--- config.mk ---
export PLATFORM = sky130hd
export DESIGN_NAME = tod_alarm
export DESIGN_NICKNAME = d
export VERILOG_FILES = /design/src/rtl/tod_alarm_pkg.sv /design/src/rtl/tod_alarm_regs.sv /design/src/rtl/tod_alarm_match.sv /design/src/rtl/tod_alarm.sv
export SDC_FILE = /design/constraint.sdc
export NUM_CORES = 1
export LEC_CHECK = 0
export ABC_AREA = 1
export ABC_CLOCK_PERIOD_IN_PS = 2800
export CAP_MARGIN = 20
export CORE_MARGIN = 3
export CORE_UTILIZATION = 50
export CTS_BUF_LIST = sky130_fd_sc_hd__clkbuf_16
export CTS_CLUSTER_DIAMETER = 30
export CTS_CLUSTER_SIZE = 16
export DETAILED_ROUTE_END_ITERATION = 10
export PLACE_DENSITY_LB_ADDON = 0.15
export SKIP_LAST_GASP = 1
export SYNTH_ARGS = -nofsm -noshare
export SYNTH_HDL_FRONTEND = slang
export SYNTH_SLANG_ARGS = --single-unit
--- constraint.sdc ---
create_clock -name clk -period 2.8 [get_ports clk]
set_clock_uncertainty 0.15 [all_clocks]
set_input_delay 0.42 -clock clk [delete_from_list [all_inputs] [get_ports clk]]
set_output_delay 0.42 -clock clk [all_outputs]
set_load 0.05 [all_outputs]
--- src/rtl/tod_alarm_pkg.sv ---
package tod_alarm_pkg;

    localparam int BYTE_W     = 8;
    localparam int NUM_FIELDS = 4;
    localparam int ADDR_W     = $clog2(NUM_FIELDS);

    // Field index equals its register address; the order is decoded by software
    typedef enum logic [ADDR_W-1:0] {
        F_SEC  = 2'd0,
        F_MIN  = 2'd1,
        F_HOUR = 2'd2,
        F_DATE = 2'd3
    } field_e;

    typedef enum logic [2:0] {
        RPT_MONTH,
        RPT_DAY,
        RPT_HOUR,
        RPT_MINUTE,
        RPT_SECOND
    } repeat_e;

    typedef logic [NUM_FIELDS-1:0][BYTE_W-1:0] field_bank_t;

    // Bits of each field that take part in the time comparison
    function automatic logic [BYTE_W-1:0] cmp_mask(field_e f);
        case (f)
            F_SEC, F_MIN: return 8'h7F;
            default:      return 8'h3F;
        endcase
    endfunction

    function automatic logic [BYTE_W-1:0] reset_value(field_e f);
        return (f == F_DATE) ? 8'h01 : 8'h00;
    endfunction

    function automatic logic digit_ok(logic [3:0] n);
        return n <= 4'd9;
    endfunction

    // Range check applied to an incoming write
    function automatic logic write_ok(field_e f, logic [BYTE_W-1:0] v);
        logic ok;
        case (f)
            F_SEC, F_MIN: ok = digit_ok(v[3:0]) && (v[6:4] <= 3'd5);
            F_HOUR:       ok = digit_ok(v[3:0]) &&
                               ((v[5:4] < 2'd2) || ((v[5:4] == 2'd2) && (v[3:0] <= 4'd3)));
            default:      ok = digit_ok(v[3:0]) && (v[5:0] != 6'd0);
        endcase
        return ok;
    endfunction

    // masks[i] is the repeat flag of field i
    function automatic repeat_e decode_repeat(logic [NUM_FIELDS-1:0] masks);
        repeat_e r;
        case (masks)
            4'b0000: r = RPT_MONTH;
            4'b1000: r = RPT_DAY;
            4'b1100: r = RPT_HOUR;
            4'b1110: r = RPT_MINUTE;
            default: r = RPT_SECOND;
        endcase
        return r;
    endfunction

    // How many fields, counted upward from seconds, must match
    function automatic int unsigned fields_needed(repeat_e r);
        int unsigned n;
        case (r)
            RPT_MONTH:  n = 4;
            RPT_DAY:    n = 3;
            RPT_HOUR:   n = 2;
            RPT_MINUTE: n = 1;
            default:    n = 0;
        endcase
        return n;
    endfunction

endpackage

--- src/rtl/tod_alarm_regs.sv ---
module tod_alarm_regs
    import tod_alarm_pkg::*;
(
    input  logic                  clk,
    input  logic                  rst,
    input  logic                  wr_en,
    input  logic [ADDR_W-1:0]     wr_addr,
    input  logic [BYTE_W-1:0]     wr_data,
    output field_bank_t           bank_q
);

    for (genvar i = 0; i < NUM_FIELDS; i++) begin : g_field
        localparam field_e KIND = field_e'(i);
        logic [BYTE_W-1:0] q;
        logic              take;

        assign take = wr_en && (wr_addr == ADDR_W'(i)) && write_ok(KIND, wr_data);

        always_ff @(posedge clk) begin
            if (rst) begin
                q <= reset_value(KIND);
            end else if (take) begin
                q <= wr_data;
            end
        end

        assign bank_q[i] = q;
    end

endmodule

--- src/rtl/tod_alarm_match.sv ---
module tod_alarm_match
    import tod_alarm_pkg::*;
(
    input  field_bank_t bank,
    input  field_bank_t now,
    output logic        hit
);

    logic [NUM_FIELDS-1:0] masks;
    logic [NUM_FIELDS-1:0] eq;
    logic [NUM_FIELDS-1:0] need;
    repeat_e               mode;

    for (genvar i = 0; i < NUM_FIELDS; i++) begin : g_cmp
        localparam field_e KIND = field_e'(i);
        assign masks[i] = bank[i][BYTE_W-1];
        assign eq[i]    = ((bank[i] ^ now[i]) & cmp_mask(KIND)) == '0;
        assign need[i]  = i < fields_needed(mode);
    end

    always_comb begin
        mode = decode_repeat(masks);
        hit  = &(eq | ~need);
    end

endmodule

--- src/rtl/tod_alarm.sv ---
module tod_alarm
    import tod_alarm_pkg::*;
(
    input  logic                clk,
    input  logic                rst,
    input  logic                reg_wr,
    input  logic [1:0]          reg_addr,
    input  logic [7:0]          reg_wdata,
    output logic [7:0]          reg_rdata,
    input  logic                sec_tick,
    input  logic [7:0]          now_sec,
    input  logic [7:0]          now_min,
    input  logic [7:0]          now_hour,
    input  logic [7:0]          now_date,
    output logic                alarm_irq
);

    field_bank_t bank;
    field_bank_t now;
    logic        hit;
    logic        irq_q;

    assign now[F_SEC]  = now_sec;
    assign now[F_MIN]  = now_min;
    assign now[F_HOUR] = now_hour;
    assign now[F_DATE] = now_date;

    tod_alarm_regs u_regs (
        .clk     (clk),
        .rst     (rst),
        .wr_en   (reg_wr),
        .wr_addr (reg_addr),
        .wr_data (reg_wdata),
        .bank_q  (bank)
    );

    tod_alarm_match u_match (
        .bank (bank),
        .now  (now),
        .hit  (hit)
    );

    assign reg_rdata = bank[reg_addr];

    // Compare uses the registers as they stood before any same-cycle write
    always_ff @(posedge clk) begin
        if (rst) begin
            irq_q <= 1'b0;
        end else begin
            irq_q <= sec_tick && hit;
        end
    end

    assign alarm_irq = irq_q;

endmodule

* Yosys cells after proc, flatten, opt, wreduce, memory -nomap -nowiden
Cells that the tools add are included.
Cells by class: magnitude comparators 9, equality and inequality tests 10, muxes and demuxes 4, bitwise gates (word level) 6, reductions and logical operators 23
Operators with widths (count):
- 8-bit logical NOT | 4
- 2-bit by 32-bit less-than comparator with 1-bit output (first input constant) | 1
- 3-bit case mux with 4 select lines | 2
- 8-bit binary-select mux with 2-bit select | 1
- 7-bit bitwise XOR | 2
- 1-bit logical AND | 13
- 4-bit == test (second input constant) | 3
- 6-bit bitwise XOR | 2
- 8-bit 2-to-1 mux | 1
- 2-bit == test (second input constant) | 3
- 3-bit by 2-bit == test with 1-bit output (second input constant) | 2
- 1-bit by 3-bit less-than comparator with 1-bit output (first input constant) | 2
- 6-bit nonzero test | 1
- 4-bit by 2-bit less-or-equal comparator with 1-bit output (second input constant) | 1
- 4-bit less-or-equal comparator (second input constant) | 1
- 4-bit logical NOT | 1
- 4-bit inverter | 1
- 4-bit OR | 1
- 4-bit AND reduction | 1
- 3-bit by 1-bit == test with 1-bit output (second input constant) | 1
- 3-bit less-or-equal comparator (second input constant) | 1
- 3-bit logical NOT | 1
- 2-bit by 3-bit less-than comparator with 1-bit output (first input constant) | 1
- 2-bit by 3-bit less-than comparator with 1-bit output (second input constant) | 1
- 4 further kinds | 4
Storage, ports and cells: flip-flop bits (word level) 33, bits of input ports 46, logic and storage cells 57

* Depth between registers and ports, before layout
depth in word-level cells 9, mapped depth 8, mapped depth without buffers 8

* Cells and area by module
Synthesis repeated with hierarchy kept, for this count alone.
Second synthesis, totals: cell total of the unflattened synthesis 425, area, all modules 2436.1 µm²
By module, submodules not included:
- tod_alarm_regs | times used 1, cells each 190, area each 1456.4 µm², seq. area each 640.6 µm²
- tod_alarm_match | times used 1, cells each 138, area each 556.8 µm², seq. area each 0.0 µm²
- tod_alarm | times used 1, cells each 97, area each 422.9 µm², seq. area each 20.0 µm²

* Worst setup path after synthesis
No wires, ideal clock.
path kind input to output, start input port reg_addr[0], end output port reg_rdata[5], data arrival time 2022 ps, required time 2230 ps, slack 208 ps, stages on the path 4, cells stage by stage buf_2 -> or2_1 -> buf_6 -> o21ai_0
Between the ends: longest elaborated chain between the ends 2
RTL lines:
- start: declaration | line tod_alarm.sv:7 | input logic [1:0] reg_addr,
- 8-bit binary-select mux with 2-bit select | line tod_alarm.sv:43 | assign reg_rdata = bank[reg_addr];
- 8-bit 2-to-1 mux (implied by the code) | line tod_alarm.sv:43
- end: declaration | line tod_alarm.sv:9 | output logic [7:0] reg_rdata,
Every way passes these cells. The select of a mux whose other input is x is not followed.

* Final worst setup path
start input port reg_addr[1], end output port reg_rdata[6]
The elaborated chain is that of the path after synthesis.

==> results by group <==
Status
  • Outcome: completed

STA
  • Final Slew Violations: 0
  • RSZ-0062 raised after global routing: no
  • Hold Violations, Final: 0
  • Worst-Margin Slew: between 0.5 and 0.6 ns
  • Final setup fails: 0
  • Tcrit/Tclk final: 0.923
  • Minimum clock period: between 2 and 3 ns
  • Hold slack: ~0.3 ns
  • Slew HR: 0.659
  • Fmax: just under 0.4 GHz
  • Fin Setup TNS: 0 ns

CTS
  • PostCTS Resize Cnt: 0
  • Clock edge transition at the registers on the reported setup and hold paths: approximately 0.050 ns
  • Post-CTS Setup Repair Bufs: 0
  • Clk_lat worst skew: approximately 0.27 ns
  • CTS max path bufs: 2
  • TritonCTS buffer count: 5
  • Clock root buffer: clkbuf_16
  • Clk sink count: 33
  • TritonCTS clock tree: built
  • Hold_buf cts: 0
  • H-tree levels: 2

Drt
  • # DRC: 0
  • Vias per cell: roughly 5.2
  • Avg WL per Cell: between 10 and 15 microns
  • Antenna viol nets, final: 0
  • Drt pass-1 iters: 4
  • Drt initial violations: 166
  • Routed via count: ~2k
  • Final wirelength: approximately 5200 microns

Logic synthesis
  • Synthesis Warnings: 0
  • Register area share after synthesis: 0.346
  • Syn_nets: 339
  • Yosys cell types: 30
  • Synth Register Bits: 33
  • Synthesized instance count: 293
  • Post-Syn Area: 1910 sq um
  • Post-Syn Area per Cell: around 6.5 sq um

Pwr
  • Power density over cell area: roughly 470 nW/um^2
  • Internal: 922 uW
  • Reg power frac: 0.401
  • Combinational share of power: 0.193
  • Lkg Pwr: 0.00113 uW
  • Switching share of total power: 0.261
  • NetSw: 326 uW
  • Clock power frac: 0.406
  • Max VDD drop: about 0.39 mV

Floorplan
  • # rows: 21
  • Die H: between 60 and 70 microns
  • Die W: 67.8 microns
  • Die Area: roughly 4600 sq um
  • Starting Density: 0.547
  • IO Pins: between 50 and 60
  • Core area: 3490 sq um

Worst setup path
  • Crit-path max FO: 10
  • Kind of critical path: in -> out
  • Critical Path RT: approximately 2.2 ns
  • Critical path launch point type: primary input
  • Worst path arrival time: 2.02 ns
  • Worst Setup End Kind: primary output

Placed design
  • Routability cong.: 0.866
  • PortBufs: between 40 and 50
  • DP Wirelength: roughly 4000 microns

Cells and area
  • N_diodes: 0
  • # nets final: roughly 390
  • Layout cells sized above 1: 0.0904
  • Area Growth Syn to Fin: 37.9%

GRT
  • Total GRT Usage: 0.250
  • Global route overflow: 0
  • Vias in the first global route: about 1.9k
  • First-pass GRT wire length: 8550 microns
  • Initial antenna violation count: 0
  • Largest net degree at the start of global routing: 18

Job
  • Max Cap Viol: 0

Hold path
  • Hold Crit Class: reg -> reg
[cell usage after synthesis, drive strengths merged]
master	count	area [sq um]
a21oi	30	154
a22oi	7	52.6
buf	6	42.5
clkbuf	3	11.3
dfxtp	33	661
inv	52	195
nand2	69	264
nand3	8	40.0
nand4	2	18.8
nor2	26	110
nor3	3	15.0
nor4	1	6.26
o211ai	4	30.0
o21ai	31	166
o21bai	1	7.51
o221ai	4	35.0
o22ai	1	6.26
o31ai	2	15.0
or2	3	18.8
xnor2	1	8.76
xor2	6	52.6
[critical path: stages]
cell,delay [ns]
clkdlybuf4s50_1,0.59
inv_2,0.06
or2_1,0.37
o221ai_1,0.38
buf_12,0.19
[path summary, 6_finish.rpt]
| check | from | end | cells past startpoint | slack (ns) |
|---|---|---|---|---|
| hold reg to reg | u_regs.g_field[3].q[6]$_SDFFE_PP0P_ | u_regs.g_field[3].q[6]$_SDFFE_PP0P_ | 2 | 0.31 |
| setup reg to reg | u_regs.g_field[3].q[5]$_SDFFE_PP0P_ | alarm_irq$_SDFF_PP0_ | 6 | 1.37 |
| hold / removal | u_regs.g_field[3].q[6]$_SDFFE_PP0P_ | u_regs.g_field[3].q[6]$_SDFFE_PP0P_ | 2 | 0.31 |
| setup / recovery | reg_addr[1] | reg_rdata[6] | 5 | 0.21 |
[state kept, by name, indices dropped and copies added (netlist names)]
signal and cells:
u_regs.g_field.q 32, alarm_irq 1
[cell usage in the layout (no fill, tap or decap), drive strengths merged]
cell type	Yosys	routed
a21oi	30	30
a22oi	7	7
buf	6	11
clkbuf	3	5
clkdlybuf4s50	0	40
clkinv	0	3
dfxtp	33	33
inv	52	52
nand2	69	69
nand3	8	8
nand4	2	2
nor2	26	26
nor3	3	3
nor4	1	1
o211ai	4	4
o21ai	31	31
o21bai	1	1
o221ai	4	4
o22ai	1	1
o31ai	2	2
or2	3	3
xnor2	1	1
xor2	6	6
[layer usage]
layer  vias to the layer above  wire length [microns]  GRT usage
met5                         -                      0          0
met4                         0                    118      0.109
met3                        15                    418     0.0525
met2                        92                   2460      0.402
met1                       881                   2240      0.323
li1                       1044                      -          -
[cell families (layout without fill, tap and decap cells)]
kind of cell	count (synthesis)	after routing	synth area share
and+or+nand+nor	112	112	0.248
AOI/OAI and AO/OA	80	80	0.244
xor gates and xnor gates	7	7	0.0321
DFF	33	33	0.346
buffers and inverters	61	111	0.130
[power by group through the flow]
stage	sequential (uW)	combinational, uW	clock, uW
2_1_floorplan	506	122	0
3_3_place_gp	508	234	0
3_5_place_dp	509	239	0
4_1_cts	499	241	508
5_1_grt	501	264	531
6_report	500	241	507
[metrics by stage]
stage | instances | setup slack, ns | utilization | power [uW] | cell area [sq um]
after global placement | 381 | 0.243 | 0.715 | 742 | 2500
final | 389 | 0.214 | 0.754 | 1250 | 2640
after detailed placement | 381 | 0.236 | 0.715 | 748 | 2500
after floorplan | 293 | 0.208 | - | 628 | 1910
after CTS | 389 | 0.224 | 0.754 | 1250 | 2640
after global routing | 389 | 0.0660 | 0.754 | 1300 | 2640
[area by class of cell]
| type | instances | area [sq um] |
|---|---|---|
| clock buffers | 5 | 125 |
| well taps | 46 | 57.6 |
| multi-input cells | 199 | 1000 |
| flip-flops and latches | 33 | 661 |
| inverters | 52 | 195 |
| clock inverters | 3 | 12.5 |
| repair buffers | 51 | 583 |
| fillers | 293 | 860 |
Power figures use the tool's default switching activity.
